==> src/rtl/simd_unpack_pkg.sv <==
package simd_unpack_pkg;

    localparam int DW      = 64;
    localparam int HALF_W  = DW / 2;
    localparam int FW      = DW / 2;
    localparam int N_WIDTH = 4;

    typedef enum logic [1:0] {
        ESZ_BYTE = 2'd0,
        ESZ_HALF = 2'd1,
        ESZ_WORD = 2'd2,
        ESZ_RSVD = 2'd3
    } esz_e;

    typedef enum logic [1:0] {
        UMODE_ILV  = 2'd0,
        UMODE_ZEXT = 2'd1,
        UMODE_SEXT = 2'd2,
        UMODE_RSVD = 2'd3
    } umode_e;

    typedef enum logic [1:0] {
        LANE_8  = 2'd0,
        LANE_16 = 2'd1,
        LANE_32 = 2'd2,
        LANE_64 = 2'd3
    } lane_e;

    typedef struct packed {
        logic [DW-1:0] data;
        logic [FW-1:0] flags;
    } unpack_out_t;

    function automatic esz_e norm_size(input esz_e s);
        return (s == ESZ_RSVD) ? ESZ_WORD : s;
    endfunction

    function automatic lane_e lane_of(input esz_e s, input umode_e m);
        esz_e ns;
        ns = norm_size(s);
        if (m == UMODE_ILV) begin
            case (ns)
                ESZ_BYTE: return LANE_8;
                ESZ_HALF: return LANE_16;
                default:  return LANE_32;
            endcase
        end else begin
            case (ns)
                ESZ_BYTE: return LANE_16;
                ESZ_HALF: return LANE_32;
                default:  return LANE_64;
            endcase
        end
    endfunction

endpackage

==> src/rtl/unpack_datapath.sv <==
module unpack_datapath
    import simd_unpack_pkg::*;
(
    input  logic          half_sel,
    input  esz_e          size,
    input  umode_e        mode,
    input  logic [DW-1:0] opa,
    input  logic [DW-1:0] opb,
    output logic [DW-1:0] result,
    output lane_e         lane
);
    localparam int NB = HALF_W / 8;
    localparam int NH = HALF_W / 16;

    logic [HALF_W-1:0] sa, sb;
    logic [DW-1:0] ilv_b, ilv_h, ilv_w;
    logic [DW-1:0] wid_b, wid_h, wid_w;
    logic          sext;

    assign sa   = half_sel ? opa[DW-1:HALF_W] : opa[HALF_W-1:0];
    assign sb   = half_sel ? opb[DW-1:HALF_W] : opb[HALF_W-1:0];
    assign sext = (mode == UMODE_SEXT);

    // byte-granular interleave and byte-to-halfword widening
    for (genvar k = 0; k < NB; k++) begin : g_byte
        assign ilv_b[16*k +: 8]     = sa[8*k +: 8];
        assign ilv_b[16*k + 8 +: 8] = sb[8*k +: 8];
        assign wid_b[16*k +: 16]    = {{8{sext & sa[8*k+7]}}, sa[8*k +: 8]};
    end

    // halfword interleave and halfword-to-word widening
    for (genvar k = 0; k < NH; k++) begin : g_half
        assign ilv_h[32*k +: 16]      = sa[16*k +: 16];
        assign ilv_h[32*k + 16 +: 16] = sb[16*k +: 16];
        assign wid_h[32*k +: 32]      = {{16{sext & sa[16*k+15]}}, sa[16*k +: 16]};
    end

    assign ilv_w = {sb, sa};
    assign wid_w = {{HALF_W{sext & sa[HALF_W-1]}}, sa};

    always_comb begin
        lane = lane_of(size, mode);
        case (lane)
            LANE_8:  result = ilv_b;
            LANE_16: result = (mode == UMODE_ILV) ? ilv_h : wid_b;
            LANE_32: result = (mode == UMODE_ILV) ? ilv_w : wid_h;
            default: result = wid_w;
        endcase
    end

endmodule

==> src/rtl/unpack_flags.sv <==
module unpack_flags
    import simd_unpack_pkg::*;
(
    input  logic [DW-1:0] data,
    input  lane_e         lane,
    output logic [FW-1:0] flags
);
    logic [N_WIDTH-1:0][FW-1:0] cand;

    for (genvar g = 0; g < N_WIDTH; g++) begin : g_width
        localparam int LW   = 8 << g;
        localparam int NL   = DW / LW;
        localparam int SLOT = LW / 2;
        logic [FW-1:0] v;
        always_comb begin
            v = '0;
            for (int i = 0; i < NL; i++) begin
                v[SLOT*i + SLOT - 1] = data[LW*i + LW - 1];
                v[SLOT*i + SLOT - 2] = ~|data[LW*i +: LW];
            end
        end
        assign cand[g] = v;
    end

    assign flags = cand[lane];

endmodule

==> src/rtl/simd_unpack_unit.sv <==
module simd_unpack_unit
    import simd_unpack_pkg::*;
(
    input  logic          clk,
    input  logic          rst,
    input  logic          issue_i,
    input  logic          half_sel_i,
    input  logic [1:0]    size_i,
    input  logic [1:0]    mode_i,
    input  logic [63:0]   opa_i,
    input  logic [63:0]   opb_i,
    output logic          valid_o,
    output logic [63:0]   result_o,
    output logic [31:0]   flags_o
);
    unpack_out_t   nxt, cur;
    lane_e         lane;
    logic          valid_q;

    unpack_datapath u_dp (
        .half_sel (half_sel_i),
        .size     (esz_e'(size_i)),
        .mode     (umode_e'(mode_i)),
        .opa      (opa_i),
        .opb      (opb_i),
        .result   (nxt.data),
        .lane     (lane)
    );

    unpack_flags u_flags (
        .data  (nxt.data),
        .lane  (lane),
        .flags (nxt.flags)
    );

    always_ff @(posedge clk) begin
        if (rst) begin
            valid_q <= 1'b0;
            cur     <= '0;
        end else begin
            valid_q <= issue_i;
            if (issue_i) cur <= nxt;
        end
    end

    assign valid_o  = valid_q;
    assign result_o = cur.data;
    assign flags_o  = cur.flags;

    a_r8_valid_after_issue: assert property (@(posedge clk) disable iff (rst)
        issue_i |=> valid_o);

    a_r8_no_spurious_valid: assert property (@(posedge clk) disable iff (rst)
        !issue_i |=> !valid_o);

    a_r9_hold_between_issues: assert property (@(posedge clk) disable iff (rst)
        !issue_i |=> ($stable(result_o) && $stable(flags_o)));

    a_r7_unused_flag_bits_zero: assert property (@(posedge clk) disable iff (rst)
        (flags_o & 32'h3333_3333) == 32'h0);

    a_r6_wide_lane_flags: assert property (@(posedge clk) disable iff (rst)
        (issue_i && mode_i != 2'd0 && size_i[1])
        |=> (flags_o[31] == result_o[63] && flags_o[30] == (result_o == 64'h0)
             && flags_o[29:0] == 30'h0));

endmodule

==> config.mk <==
export PLATFORM = sky130hd
export DESIGN_NAME = simd_unpack_unit
export DESIGN_NICKNAME = d
export VERILOG_FILES = /design/src/rtl/simd_unpack_pkg.sv /design/src/rtl/unpack_datapath.sv /design/src/rtl/unpack_flags.sv /design/src/rtl/simd_unpack_unit.sv
export SDC_FILE = /design/constraint.sdc
export NUM_CORES = 1
export LEC_CHECK = 0
export CORE_ASPECT_RATIO = 0.6
export CORE_MARGIN = 3
export CORE_UTILIZATION = 38
export CTS_CLUSTER_DIAMETER = 30
export DETAILED_ROUTE_END_ITERATION = 6
export PLACE_DENSITY = 0.83
export SYNTH_ARGS = -nofsm -noshare
export SYNTH_HDL_FRONTEND = slang
export SYNTH_SLANG_ARGS = --single-unit
==> constraint.sdc <==
create_clock -name clk -period 2.4 [get_ports clk]
set_input_delay 0.48 -clock clk [delete_from_list [all_inputs] [get_ports clk]]
set_output_delay 0.48 -clock clk [all_outputs]
set_load 0.005 [all_outputs]
==> results.md <==
- Num Clock Sinks: 80
- Buffer and inverter count on the worst path: 4
- CTS tree: built
- # rows: 32
- Final Slew Violations: 0
- Clock root buffer: clkbuf_16
- Final Skew: 0 ns
- EDFF count, synth: 0
- Final core utilization: 70.0%
- Clk slew on worst S/H paths: 0.06 ns
- H-tree levels: 3
- PD cells: 491 mW/mm2
- FMAX: 0.428 GHz
- Worst-Skew Late Latency: 0.34 ns
- Worst setup path class: input pin to flip-flop
- DR iter-0 viols: 454
- Crit path max-delay family: buffers and inverters
- Tcrit/Tclk final: 97.3%
- Worst path slowest cell: clkdlybuf4s50_1
- Worst Hold Class: flip-flop to flip-flop
- Initial core utilization: 39.4%
- Cell Area, Synth: 0.00513 mm2
- Antenna violations before repair: 0
- Largest net degree at the start of global routing: 57
- Async SR Flop Fraction: 0%
- Maximum vdd drop: 311 uV
- CTS Hold Buffers Added: 0
- Buffers on Ports: 216
- Die H: 96.0 um
- Status: finished clean
- Gpl congestion: 1.01
- Synth Flop Type: dfxtp_1
- Total power: 0.00447 W
- Most frequent CP cell: buf_4
- Critical Path Start Type: input pin
- Crit path DAT: 2.59 ns
- CP cell instances: clkdlybuf4s50_1, mux2_4, buf_4, nand3_2, buf_4, o311a_1, nand3_1, nor4_2, buf_4, nor2_1, o32ai_2
- Post-Syn Instances: 642
- Final setup violation count: 0
- #FFs+latches synth: 80
- Syn Area/Cell: 7.99 um2
- Total wire length: 22,400 um
- Final Hold Fails: 0
- Number of diodes: 0
- # fillers: 1,090
- Io pins: 233
- Final Cell Area: 0.00911 mm2
- Crit path time final: 2.33 ns
- Multi-input logic area: 0.00329 mm2
- Actual slew at the worst max-slew pin: 0.722 ns
- Register area: 0.00160 mm2
- Clk buf depth: 2
- Syn. warnings: 0
- DR DRC count: 0
- Critical Path Fanout Max: 2
- Crit-path max cell delay: 0.43 ns
- Sequential share of the synthesized area: 31.2%
- Compound-gate portion of the synthesized area: 26.6%
- Post-synthesis mux area share: 13.8%
- First-pass GRT wire length: 34,300 um
- Number of global-route vias before repair: 6,377
- Num CTS Buffers: 9
- Final net count: 1,129
- Commonest non-fill, non-tap cells in the layout: clkdlybuf4s50_1 (209), buf_4 (174), nor2_1 (103)
- Setup TNS Final: 0 ns
- Total GRT Usage: 29.4%
- Vias per cell: 5.55
- Count of cell types in the netlist: 61
- Worst Path Required: 2.66 ns
- Core ar.: 0.0130 mm2
- Die area: 0.0150 mm2
- Placed standard-cell area: 0.00857 mm2
- WL/cell: 19.2 um
- Slew margin rel.: 51.7%
- Adder-cell share of the synthesized area: 0.195%
- Simple-gate share of the synthesized area: 19.6%
- LEAKAGE: 3.75 nW
- Largest family of logic cells by synthesized area: compound AO/OA/AOI/OAI gates
- Max-Cap Viols: 0
- Hpwl dp: 17,700 um
- Layout cells sized above 1: 26.1%
- Via count: 6,481
- P&R area growth vs syn: 77.5%
- GR Overflow Total: 0
- XOR/XNOR share of the synthesized area: 0%
- First-pass detailed-route iteration total: 5
- Critical path capture point type: flip-flop
- Die Wd: 156 um
- Commonest non-fill, non-tap cell in the layout: clkdlybuf4s50_1
- ANT nets after route: 0
stage by stage:
stage | instances | setup slack, ns | hold slack [ns]
finish | 1168 | 0.0652 | 0.464
floorplan | 657 | 0.0611 | 0.457
global route | 1168 | -0.0826 | 0.495
CTS | 1164 | -0.0272 | 0.469
global placement | 1147 | -0.434 | 0.452
detailed placement | 1147 | -0.467 | 0.459
layout make-up:
class,instances,area share [%]
Clock buffer,10,2.62
Clock inverter,6,0.989
Inverter,5,0.247
Multi-Input combinational cell,495,36.2
Sequential cell,80,17.6
Tap cell,170,2.34
Timing Repair Buffer,402,40.1
final timing paths:
path / endpoint / startpoint / depth (start not counted) / slack (ns)
worst max-delay path: flags_o[30] / opa_i[23] / 11 / 0.07
worst min-delay path: flags_o[7] / flags_o[7] / 2 / 0.46
worst max register to register: result_o[16] / result_o[16] / 2 / 1.58
worst min register to register: flags_o[7] / flags_o[7] / 2 / 0.46
power breakdown:
| group | switching, W | internal (W) |
|---|---|---|
| logic | 0.000644 | 0.000822 |
| clock network | 0.000600 | 0.000946 |
| registers | 0.0000464 | 0.00141 |
synthesized netlist by cell type, types with 5 or more instances:
cell	count	area, um2
nor2_1	107	402
nand3_1	9	45.0
buf_4	17	128
nand2_1	25	93.8
buf_6	6	67.6
o22ai_1	18	113
mux2_2	9	101
mux2i_1	53	531
a211oi_1	37	278
o21ai_0	18	90.1
o221ai_1	8	70.1
dfxtp_1	80	1600
nor3_1	29	145
o221a_2	9	101
clkbuf_1	37	139
buf_2	13	65.1
a21oi_1	45	225
a31oi_1	8	50.1
o211ai_1	5	37.5
a22oi_1	8	60.1
nand2b_1	14	87.6
nand4_1	6	37.5
worst reg2reg max path, stage by stage (launching register included):
cell      delay (ns)
dfxtp_1         0.45
nor2_1          0.08
a211oi_1        0.21
state kept, by name, indices dropped and copies added (netlist names):
register  cells
result_o     63
valid_o       1
flags_o      16
routing by layer:
layer | global-route usage, % | up-vias | wire length, um
met3 | 10.1 | 37 | 2730
met5 | 0 | - | 0
met2 | 46.5 | 349 | 9880
met4 | 7.05 | 0 | 401
met1 | 38.9 | 3029 | 9420
li1 | - | 3066 | -
repair_timing:
item                                    in CTS  in global routing
gates cloned                                 0                  1
endpoints found under the setup margin       4                  7
resized for setup                           18                 26
buffers inserted                             1                  3
pin swaps                                    7                  7
kinds of logic (layout without fill, tap and decap cells):
group,Yosys count,in the layout
fa+ha+maj,1,1
compound gates,194,194
flops,80,80
buf+inv,82,423
mux,68,68
simple gates,216,216
other cells,1,16
Power figures use the tool's default switching activity.
